$ cat src/rtl/uart_dma_pkg.sv
package uart_dma_pkg;
  localparam int unsigned ERR_W  = 4;
  localparam int unsigned STAT_W = 6;
  localparam int unsigned LVL_W  = 3;
  localparam int unsigned BIT_TX_DONE = 4;
  localparam int unsigned BIT_RX_DONE = 5;

  // Trigger threshold in entries for a level code.
  function automatic int unsigned lvl_thresh(input logic [LVL_W-1:0] code,
                                             input int unsigned depth);
    case (code)
      3'd0:    return depth / 8;
      3'd1:    return depth / 4;
      3'd2:    return depth / 2;
      3'd3:    return (depth * 3) / 4;
      default: return (depth * 7) / 8;
    endcase
  endfunction
endpackage

$ cat src/rtl/uart_dma_tx_req.sv
module uart_dma_tx_req
  import uart_dma_pkg::*;
#(
  parameter int unsigned DEPTH = 16,
  localparam int unsigned CW = $clog2(DEPTH + 1)
) (
  input  logic             clk_i,
  input  logic             rst_ni,
  input  logic             en_i,
  input  logic [LVL_W-1:0] lvl_i,
  input  logic [CW-1:0]    count_i,
  output logic             single_o,
  output logic             burst_o
);
  logic [CW-1:0] thr;
  assign thr = CW'(lvl_thresh(lvl_i, DEPTH));

  always_ff @(posedge clk_i or negedge rst_ni) begin
    if (!rst_ni) begin
      single_o <= 1'b0;
      burst_o  <= 1'b0;
    end else begin
      single_o <= en_i && (count_i < CW'(DEPTH));
      burst_o  <= en_i && (count_i < thr);
    end
  end
endmodule

$ cat src/rtl/uart_dma_rx_req.sv
module uart_dma_rx_req
  import uart_dma_pkg::*;
#(
  parameter int unsigned DEPTH = 16,
  localparam int unsigned CW = $clog2(DEPTH + 1)
) (
  input  logic             clk_i,
  input  logic             rst_ni,
  input  logic             en_i,
  input  logic             block_i,
  input  logic [LVL_W-1:0] lvl_i,
  input  logic [CW-1:0]    count_i,
  output logic             single_o,
  output logic             burst_o
);
  logic [CW-1:0] thr;
  logic          go;
  assign thr = CW'(lvl_thresh(lvl_i, DEPTH));
  assign go  = en_i && !block_i;

  always_ff @(posedge clk_i or negedge rst_ni) begin
    if (!rst_ni) begin
      single_o <= 1'b0;
      burst_o  <= 1'b0;
    end else begin
      single_o <= go && (count_i != '0);
      burst_o  <= go && (count_i >= thr);
    end
  end
endmodule

$ cat src/rtl/uart_dma_int_stat.sv
module uart_dma_int_stat #(
  parameter int unsigned NB = 6
) (
  input  logic          clk_i,
  input  logic          rst_ni,
  input  logic [NB-1:0] set_i,
  input  logic          clr_we_i,
  input  logic [NB-1:0] clr_i,
  output logic [NB-1:0] stat_o,
  output logic [NB-1:0] stat_nxt_o
);
  for (genvar b = 0; b < NB; b++) begin : g_bit
    // set has priority over a same-cycle clear
    assign stat_nxt_o[b] = set_i[b] | (stat_o[b] & ~(clr_we_i & clr_i[b]));
    always_ff @(posedge clk_i or negedge rst_ni) begin
      if (!rst_ni) stat_o[b] <= 1'b0;
      else         stat_o[b] <= stat_nxt_o[b];
    end
  end
endmodule

$ cat src/rtl/uart_dma_req.sv
module uart_dma_req
  import uart_dma_pkg::*;
#(
  parameter int unsigned FIFO_DEPTH = 16,
  localparam int unsigned CW = $clog2(FIFO_DEPTH + 1)
) (
  input  logic              clk_i,
  input  logic              rst_ni,
  input  logic              uart_en_i,
  input  logic              tx_dma_en_i,
  input  logic              rx_dma_en_i,
  input  logic              dma_on_err_i,
  input  logic [LVL_W-1:0]  tx_lvl_i,
  input  logic [LVL_W-1:0]  rx_lvl_i,
  input  logic [CW-1:0]     tx_count_i,
  input  logic [CW-1:0]     rx_count_i,
  input  logic [ERR_W-1:0]  rx_err_i,
  input  logic              tx_done_i,
  input  logic              rx_done_i,
  input  logic              icr_we_i,
  input  logic [STAT_W-1:0] icr_data_i,
  output logic              tx_single_o,
  output logic              tx_burst_o,
  output logic              rx_single_o,
  output logic              rx_burst_o,
  output logic [STAT_W-1:0] int_status_o,
  output logic              irq_o
);
  logic [STAT_W-1:0] stat_set, stat_nxt;
  logic              rx_block;
  logic              irq_q;

  assign stat_set = {rx_done_i, tx_done_i, rx_err_i};

  uart_dma_int_stat #(.NB(STAT_W)) u_stat (
    .clk_i      (clk_i),
    .rst_ni     (rst_ni),
    .set_i      (stat_set),
    .clr_we_i   (icr_we_i),
    .clr_i      (icr_data_i),
    .stat_o     (int_status_o),
    .stat_nxt_o (stat_nxt)
  );

  // block from post-edge error state so error and clear take effect in one cycle
  assign rx_block = dma_on_err_i && (|stat_nxt[ERR_W-1:0]);

  uart_dma_tx_req #(.DEPTH(FIFO_DEPTH)) u_tx (
    .clk_i    (clk_i),
    .rst_ni   (rst_ni),
    .en_i     (uart_en_i && tx_dma_en_i),
    .lvl_i    (tx_lvl_i),
    .count_i  (tx_count_i),
    .single_o (tx_single_o),
    .burst_o  (tx_burst_o)
  );

  uart_dma_rx_req #(.DEPTH(FIFO_DEPTH)) u_rx (
    .clk_i    (clk_i),
    .rst_ni   (rst_ni),
    .en_i     (uart_en_i && rx_dma_en_i),
    .block_i  (rx_block),
    .lvl_i    (rx_lvl_i),
    .count_i  (rx_count_i),
    .single_o (rx_single_o),
    .burst_o  (rx_burst_o)
  );

  always_ff @(posedge clk_i or negedge rst_ni) begin
    if (!rst_ni) irq_q <= 1'b0;
    else         irq_q <= |stat_nxt;
  end
  assign irq_o = irq_q;
endmodule

$ cat config.mk
export PLATFORM = sky130hd
export DESIGN_NAME = uart_dma_req
export DESIGN_NICKNAME = d
export VERILOG_FILES = /design/src/rtl/uart_dma_pkg.sv /design/src/rtl/uart_dma_tx_req.sv /design/src/rtl/uart_dma_rx_req.sv /design/src/rtl/uart_dma_int_stat.sv /design/src/rtl/uart_dma_req.sv
export SDC_FILE = /design/constraint.sdc
export NUM_CORES = 1
export LEC_CHECK = 0
export BUFFER_PORTS_ARGS = -buffer_cell sky130_fd_sc_hd__buf_2
export CELL_PAD_IN_SITES_DETAIL_PLACEMENT = 1
export CELL_PAD_IN_SITES_GLOBAL_PLACEMENT = 1
export CORE_MARGIN = 2
export CORE_UTILIZATION = 27
export CTS_CLUSTER_SIZE = 10
export DETAILED_ROUTE_END_ITERATION = 16
export PLACE_DENSITY_LB_ADDON = 0.08
export SETUP_SLACK_MARGIN = 0.05
export SLEW_MARGIN = 20
export SYNTH_ARGS = -nofsm -noshare
export SYNTH_HDL_FRONTEND = slang
export SYNTH_SLANG_ARGS = --single-unit
$ cat constraint.sdc
create_clock -name clk_i -period 3.2 [get_ports clk_i]
set_clock_uncertainty 0.15 [all_clocks]
set_input_delay 0.64 -clock clk_i [delete_from_list [all_inputs] [get_ports clk_i]]
set_output_delay 0.64 -clock clk_i [all_outputs]
set_load 0.005 [all_outputs]
# Word-level counts from Yosys, hierarchy flattened
# Index checks and enable logic that the tools add are counted.
[op_classes]
order_cmp = 3
n_eq_ne = 6
n_mux = 2
bitwise_logic = 24
n_reduce_logical = 14
[op_table]
columns = ["cell", "count"]
rows = [
  ["$pmux W4 S4", 2],
  ["$and A1 B1 Y1", 12],
  ["$eq A3 B2 Y1 const B", 4],
  ["$logic_and A1 B1 Y1", 8],
  ["$eq A3 B1 Y1 const B", 2],
  ["$logic_not A3 Y1", 2],
  ["$not A1 Y1", 6],
  ["$or A1 B1 Y1", 6],
  ["$reduce_or A6 Y1", 1],
  ["$ge A5 B4 Y1", 1],
  ["$lt A5 B4 Y1", 1],
  ["$lt A5 B5 Y1 const B", 1],
  ["$reduce_bool A5 Y1", 1],
  ["$reduce_or A4 Y1", 1],
  ["$logic_not A1 Y1", 1],
]
[totals]
register_bits = 11
out_inout_bits = 11

# Longest topological paths before layout
# Gate-level depths: netlist of the first run.
[logic_depth]
word_depth = 9
ltp_mapped = 6

# Modules after synthesis
# From an unflattened synthesis of the first run, not the netlist that was laid out.
[hier_totals]
hier_cells = 58
area_unflattened_um2 = 589.3
[modules_own_cells]
columns = ["module", "instances", "cells_per_inst", "area_per_inst_um2", "seq_area_each_um2"]
rows = [
  ["uart_dma_int_stat", 1, 18, 217.7, 150.1],
  ["uart_dma_rx_req", 1, 21, 170.2, 50.0],
  ["uart_dma_tx_req", 1, 12, 137.6, 50.0],
  ["uart_dma_req", 1, 7, 63.8, 25.0],
]

# Worst setup path before layout of the first run
# OpenSTA, ideal clock, no wires.
[synth_path]
path_kind = "input-to-reg"
start = "in icr_data_i[2]"
end = "reg irq_q (netlist: irq_o)"
arrival_ns = 1.685
setup_slack_ns = 1.234
stages = 4
n_path_buf = 0
cell_sequence = "nand2_1 a21o_1 or4_4 or3_1"
[synth_via]
elab_chain_cells = 5
[synth_lines]
columns = ["item", "line", "source"]
rows = [
  ["start: declaration", "uart_dma_req.sv:21", "input logic [STAT_W-1:0] icr_data_i,"],
  ["$and A1 B1 Y1", "uart_dma_int_stat.sv:14", "assign stat_nxt_o[b] = set_i[b] | (stat_o[b] & ~(clr_we_i & clr_i[b]));"],
  ["$not A1 Y1", "uart_dma_int_stat.sv:14", ""],
  ["$and A1 B1 Y1", "uart_dma_int_stat.sv:14", ""],
  ["$or A1 B1 Y1", "uart_dma_int_stat.sv:14", ""],
  ["net stat_nxt[2]", "uart_dma_req.sv:29", "logic [STAT_W-1:0] stat_set, stat_nxt;"],
  ["$reduce_or A6 Y1", "uart_dma_req.sv:71", "else irq_q <= |stat_nxt;"],
  ["end signal: assignment", "uart_dma_req.sv:71", ""],
  ["end: declaration", "uart_dma_req.sv:31", "logic irq_q;"],
]
# The timed path passes the listed nets, and every way through them passes these cells.

# Final worst setup path of the first run
[layout_path]
start = "in icr_we_i"
end = "reg irq_q (netlist: irq_o)"
[layout_via]
elab_chain_cells = 5
word_cells_on_any_way = 25
cone_classes = "24 x bitwise; 1 x reduce/logical"
[layout_lines]
columns = ["item", "line", "source"]
rows = [
  ["start: declaration", "uart_dma_req.sv:20", "input logic icr_we_i,"],
  ["$and A1 B1 Y1", "uart_dma_int_stat.sv:14", ""],
  ["$not A1 Y1", "uart_dma_int_stat.sv:14", ""],
  ["$and A1 B1 Y1", "uart_dma_int_stat.sv:14", ""],
  ["$or A1 B1 Y1", "uart_dma_int_stat.sv:14", ""],
  ["net stat_nxt[2]", "uart_dma_req.sv:29", ""],
  ["$reduce_or A6 Y1", "uart_dma_req.sv:71", ""],
]
# The timed path passes the listed nets, and every way through them passes these cells.

==> results of run 1 <==
[synthesized netlist by cell type]
| master | count | area share [%] |
|---|---|---|
| or4_1 | 1 | 1.4 |
| or3_1 | 1 | 1.2 |
| nor2_1 | 8 | 5.5 |
| o21ai_0 | 1 | 0.92 |
| a21o_1 | 7 | 9.7 |
| a221oi_2 | 1 | 2.8 |
| dfrtp_1 | 11 | 51 |
| o21bai_1 | 2 | 2.8 |
| or4_4 | 1 | 2.1 |
| inv_1 | 1 | 0.69 |
| a2111oi_0 | 1 | 1.6 |
| ha_1 | 5 | 11 |
| nand2b_1 | 1 | 1.2 |
| a211oi_1 | 1 | 1.4 |
| nand2_1 | 8 | 5.5 |
| a21boi_0 | 1 | 1.4 |
[sequential cells by signal, summed over array words and instances, names as in the netlist]
name,cells
irq_o,1
u_rx.burst_o,1
u_rx.single_o,1
u_stat.stat_o,6
u_tx.burst_o,1
u_tx.single_o,1
[per-stage QoR]
step | instance area, um^2 | cells | hold slack (ps) | utilization (%)
after floorplan | 544 | 51 | 194 | -
after global placement | 798 | 122 | 329 | 41.5
after detailed placement | 798 | 122 | 331 | 41.5
after CTS | 825 | 126 | 78.3 | 42.9
after global routing | 825 | 126 | 84.3 | 42.9
final | 825 | 126 | 84.9 | 42.9
[per-layer routing]
layer  routed length (um)  up-vias  part of all wire (%)
li1                     -      277                     -
met1                  528      257                    39
met2                  701       31                    51
met3                  124        2                   9.1
met4                   13        0                  0.95
met5                    0        -                     0
[final cells by class]
| class | instances | area [um^2] |
|---|---|---|
| clock buffers | 4 | 26.3 |
| fillers | 262 | 1100 |
| inverters | 1 | 3.75 |
| multi-input cells | 39 | 265 |
| flip-flops and latches | 11 | 275 |
| well taps | 27 | 33.8 |
| repair buffers | 44 | 220 |
[worst max path at each step]
stage | end | slack [ps] | cells past startpoint
6_report | irq_o | 1300 | 5
5_1_grt | irq_o | 1240 | 5
4_1_cts | irq_o | 1300 | 5
3_5_place_dp | irq_o | 1020 | 5
3_3_place_gp | irq_o | 1020 | 5
2_1_floorplan | irq_o | 1230 | 4
[cell families (layout without fill, tap and decap cells)]
| kind of cell | after synthesis | after routing | share of synthesized area (%) |
|---|---|---|---|
| buffers and inverters | 1 | 49 | 0.689 |
| flip-flops | 11 | 11 | 50.6 |
| AO/OA/AOI/OAI | 14 | 14 | 20.5 |
| AND/OR/NAND/NOR | 20 | 20 | 16.8 |
| adder cells (fa/ha/maj) | 5 | 5 | 11.5 |
[report_power, final]
part           switching, mW  internal, mW
registers            0.00277         0.146
logic                 0.0254        0.0304
clock network         0.0399        0.0481
==> metrics.md, run 1 <==
| Metric | Value |
|---|---|
| Status | finished clean |
| Vias | 567 |
| M2 GR Usage | 20.8% |
| Clock-pin slew on the worst setup and hold paths | 60 ps |
| Post-detail-place hpwl | 1210 um |
| Antenna Cells | 0 |
| Worst r2r dst | irq_o |
| Library cells used by synthesis | 16 |
| Antenna violations before repair | 0 |
| Critical path's top delay family | simple AND/OR/NAND/NOR gates |
| PortBufs | 44 |
| Post-synthesis sequential area ratio | 50.6% |
| # DRC | 0 |
| GRT Overall Usage | 12.4% |
| Final setup TNS | 0 ps |
| WP data required | 3190 ps |
| Syn Std Cell Area | 544 um^2 |
| Grt ovf | 0 |
| Commonest non-fill, non-tap cells in the layout | buf_2, dfrtp_1, nand2_1, nor2_1, a21o_1 |
| Slowest CP cell | or4_4 |
| Worst Path Arrival | 1880 ps |
| Worst Max-Slew Pin Slew | 423 ps |
| Rel. slew slack | 71.1% |
| Power Total | 292 uW |
| Die Wd | 48.9 um |
| Crit path launch type | primary input |
| Post-CTS Resized | 0 |
| Gpl congestion | 0.673 |
| Max Slew Vio Count | 0 |
| R2R Path Start | u_stat.stat_o[2] |
| Reg2Reg Depth | 3 |
| Vias per std cell | 4.50 |
| CP max stage delay | 560 ps |
| Final worst slack | 1300 ps |
| Inserted Clock Buffers | 3 |
| Power per cell area | 355 nW/um^2 |
| Crit-path cells | buf_2 > nand2_1 > a21o_1 > or4_4 > or3_1 |
| Number of DRC markers in iteration 0 | 3 |
| Kind of critical path | in2reg |
| Pre-antenna DRT Iters | 3 |
| Antenna-violating nets left | 0 |
| Peak fanout along the critical path | 6 |
| Routed len/inst | 10.9 um |
| Worst slack, placed | 1020 ps |
| Syn_area_per_cell | 10.7 um^2 |
| Die Ht | 48.9 um |
| Post-Syn Nets | 91 |
| Initial Util | 28.3% |
| CTS sink cnt | 11 |
| Max Cap Violations | 0 |
| Clock latency on the worst-skew pair | 250 ps |
| Minimum clock period | 1900 ps |
| Synthesis-to-layout area growth | 51.5% |
| CTS H-tree lvls | 1 |
| RSZ-0062 raised after global routing | false |
| Postcts setup bufs | 0 |
| Pleak | 0.439 nW |
| GR Util met3 | 3.07% |
| CP Capture Type | flip-flop |
| Count of final setup violators | 0 |
| Number of global-route vias before repair | 542 |
| Worst Setup SP | icr_we_i |
| Fin nets | 140 |
| CP Buf/Inv Count | 1 |
| Layout cells sized above 1 | 49.5% |
| First-pass GRT wire length | 2330 um |
| F_max | 0.527 GHz |
| Period utilization | 59.3% |
| Site Rows | 16 |
| Top-level port count | 46 |
| Bufs on Longest Clock Path | 2 |
| Synthesis Warnings | 0 |
| Root buf cell | clkbuf_4 |
| Core Footprint | 1920 um^2 |
| Post-Synthesis Cells | 51 |
| GR met1 Demand/Resource | 14.3% |
| Hold_buf cts | 0 |
| Seq cells post-synth | 11 |
| Worst vdd ir | 0.000128 V |
| Worst Hold Class | in2async |
| R2R Setup Slk | 1520 ps |
| Final WL | 1370 um |
| Hold Fails Final Rpt | 0 |
| Largest net degree at the start of global routing | 12 |
| CTS tree | built |
| Die ar. | 2390 um^2 |
| GR peak layer | met2 |
| Most common cell after layout, fill and taps aside | buf_2 |
Note: power is estimated with default switching activity, not from simulation.
==> run 2, diff against run 1 <==
--- a/config.mk
+++ b/config.mk
@@ -5,11 +5,12 @@
 export SDC_FILE = /design/constraint.sdc
 export NUM_CORES = 1
 export LEC_CHECK = 0
+export ABC_AREA = 1
 export BUFFER_PORTS_ARGS = -buffer_cell sky130_fd_sc_hd__buf_2
 export CELL_PAD_IN_SITES_DETAIL_PLACEMENT = 1
 export CELL_PAD_IN_SITES_GLOBAL_PLACEMENT = 1
 export CORE_MARGIN = 2
-export CORE_UTILIZATION = 27
+export CORE_UTILIZATION = 22
 export CTS_CLUSTER_SIZE = 10
 export DETAILED_ROUTE_END_ITERATION = 16
 export PLACE_DENSITY_LB_ADDON = 0.08
==> constraint.sdc (replaced) <==
create_clock -name clk_i -period 1.6 [get_ports clk_i]
set_clock_uncertainty 0.15 [all_clocks]
set_input_delay 0.32 -clock clk_i [delete_from_list [all_inputs] [get_ports clk_i]]
set_output_delay 0.32 -clock clk_i [all_outputs]
set_load 0.005 [all_outputs]
==> run 2 against run 1 <==
Compared with the run above:
- wire length down 3.4%
- clock-buffer cell count did not move
- register-to-register slack got worse by 1000 ps
- design area rose by 7.0%
- synthesized cell count rose by 43%
- flip-flop and latch count did not move
==> metrics.md, run 2 <==
| Metric | Value |
|---|---|
| Power per cell area | 681 nW/um^2 |
| Core Footprint | 2500 um^2 |
| Inserted Clock Buffers | 3 |
| Antenna violations before repair | 0 |
| Fin area | 882 um^2 |
| Yosys top cell area share | 46.8% |
| Max Slew Vio Count | 0 |
| Fin nets | 163 |
| Root buf cell | clkbuf_4 |
| Kind of critical path | in2reg |
| Max Cap Violations | 0 |
| Die ar. | 3100 um^2 |
| Pleak | 0.509 nW |
| CP Capture Type | flip-flop |
| Status | finished clean |
| Site Rows | 18 |
| Pre-antenna DRT Iters | 2 |
| Max reg flops | 6 |
| Post-DP Area | 846 um^2 |
| Vias | 637 |
| R2R Path Start | u_stat.stat_o[0] |
| Post-CTS Resized | 0 |
| F_max | 0.803 GHz |
| Clock latency on the worst-skew pair | 260 ps |
| Postcts setup bufs | 0 |
| Die Wd | 55.7 um |
| Peak fanout along the critical path | 3 |
| Final WL | 1320 um |
| Worst Path Arrival | 1240 ps |
| Die Ht | 55.7 um |
| Final setup TNS | 0 ps |
| Syn_area_per_cell | 8.06 um^2 |
| Most common cell after layout, fill and taps aside | buf_2 |
| Hold Crit Endpoint | u_tx.single_o |
| First-pass GRT wire length | 2600 um |
| RSZ-0062 raised after global routing | false |
| Vias per std cell | 4.19 |
| Worst r2r dst | u_rx.single_o |
| Hold path start | tx_count_i[4] |
| CTS H-tree lvls | 1 |
| Antenna Cells | 0 |
| Bufs on Longest Clock Path | 2 |
| Post-Syn Nets | 113 |
| Largest net degree at the start of global routing | 12 |
| Post-detail-place hpwl | 1190 um |
| Worst Hold Class | in2reg |
| Most used cell along the critical path | nand2_1 |
| CTS sink cnt | 11 |
| Fillers | 324 |
| Post-synthesis sequential area ratio | 46.8% |
| Count of final setup violators | 0 |
| Post-Synthesis Cells | 73 |
| Number of DRC markers in iteration 0 | 22 |
| Slowest CP cell | ha_1 |
| Synthesis Warnings | 0 |
| Routed len/inst | 8.69 um |
| Layout cells sized above 1 | 43.4% |
| Period utilization | 77.8% |
| Leading area contributor after synthesis | dfrtp_1 |
| Top-level port count | 46 |
| WP data required | 1600 ps |
| Initial Util | 23.5% |
| Hold path depth | 2 |
| Rel. slew slack | 83.9% |
| Clock-pin slew on the worst setup and hold paths | 70 ps |
| Worst Max-Slew Pin Slew | 241 ps |
| # DRC | 0 |
| Crit path launch type | primary input |
| Grt ovf | 0 |
| Top cells by count, synth | nand2_1, inv_1, dfrtp_1 |
| CTS tree | built |
| Crit-path cells | buf_2 > o21bai_1 > ha_1 > inv_1 > o21ai_0 > nand2_1 > nand2_1 > a21oi_1 > nor2_1 |
| Post-synth EDFFs | 0 |
| PortBufs | 44 |
| Antenna-violating nets left | 0 |
| FFs w/ async S/R, synth | 100% |
| Count leader, synth | nand2_1 |
| Commonest non-fill, non-tap cells in the layout | buf_2, nand2_1, inv_1 |
| Seq cells post-synth | 11 |
| Gpl congestion | 0.670 |
| GRT Overall Usage | 10.4% |
| Ys flop type | dfrtp_1 |
| Library cells used by synthesis | 14 |
| Number of global-route vias before repair | 633 |
| Worst vdd ir | 0.000249 V |
| Top post-synthesis cells by area | dfrtp_1, nand2_1, ha_1, inv_1, nor2_1 |
| Hold Fails Final Rpt | 0 |
| Synthesis-to-layout area growth | 50.0% |
| Minimum clock period | 1240 ps |
| R2R Setup Slk | 480 ps |
| Largest register by flop count | u_stat.stat_o |
| CP max stage delay | 260 ps |
| Reg2Reg Depth | 7 |
| Syn Std Cell Area | 588 um^2 |
[run 2: layout make-up]
cell class                      count  area [um^2]  share of cell area, %
Timing Repair Buffer               45          230                   26.1
Clock buffer                        4         26.3                   2.98
Tap cell                           30         37.5                   4.26
Multi-Input combinational cell     50          268                   30.4
Sequential cell                    11          275                   31.2
Inverter                           12         45.0                   5.11
[run 2: cells by family (layout without fill, tap and decap cells)]
| logic type | count (synthesis) | in the layout | synth area share [%] |
|---|---|---|---|
| AOI/OAI and AO/OA | 7 | 7 | 6.81 |
| adders and majority gates | 5 | 5 | 10.6 |
| buffers and inverters | 12 | 61 | 7.66 |
| DFF | 11 | 11 | 46.8 |
| and+or+nand+nor | 38 | 38 | 28.1 |
[run 2: worst max path at each step]
stage,slack (ps),end,from,cells after the start
2_1_floorplan,270,u_rx.burst_o,rx_lvl_i[2],8
3_3_place_gp,80,u_rx.burst_o,rx_lvl_i[2],9
3_5_place_dp,80,u_rx.burst_o,rx_lvl_i[2],9
4_1_cts,360,u_rx.burst_o,rx_lvl_i[2],9
5_1_grt,270,u_rx.burst_o,rx_lvl_i[2],9
6_report,360,u_rx.burst_o,rx_lvl_i[2],9
[run 2: routing by layer]
| metal | wire, um | track usage [%] | up-vias |
|---|---|---|---|
| met3 | 116 | 1.86 | 2 |
| met1 | 522 | 13.3 | 286 |
| met5 | 0 | 0 | - |
| met4 | 22 | 6.27 | 0 |
| li1 | - | - | 321 |
| met2 | 660 | 16.2 | 28 |
[run 2: what timing repair did]
| item | in CTS | in global routing |
|---|---|---|
| setup endpoints to repair | 0 | 0 |
| endpoints found under the hold margin | 11 | 0 |
| hold buffers | 1 | 0 |
[run 2: per-stage QoR]
step | std cells | hold slack (ps) | setup WS (ps) | utilization, % | total power [mW]
after floorplan | 73 | -126 | 268 | - | 0.354
after global placement | 147 | 56.2 | 75.3 | 33.8 | 0.425
after detailed placement | 147 | 53.5 | 81.3 | 33.8 | 0.428
after CTS | 152 | 67.3 | 356 | 35.3 | 0.617
after global routing | 152 | 69.9 | 272 | 35.3 | 0.656
final | 152 | 75.4 | 355 | 35.3 | 0.600
[run 2: power breakdown]
part / internal (mW) / total, mW / switching [mW]
clock: 0.0962 / 0.179 / 0.0829
sequential: 0.292 / 0.297 / 0.00512
combinational: 0.0639 / 0.124 / 0.0606
[run 2: worst max-delay path, delay by kind of cell]
kind	cells	cell delay, ps
compound gates	3	330
fa+ha+maj	1	260
buf+inv	2	160
simple gates	3	170
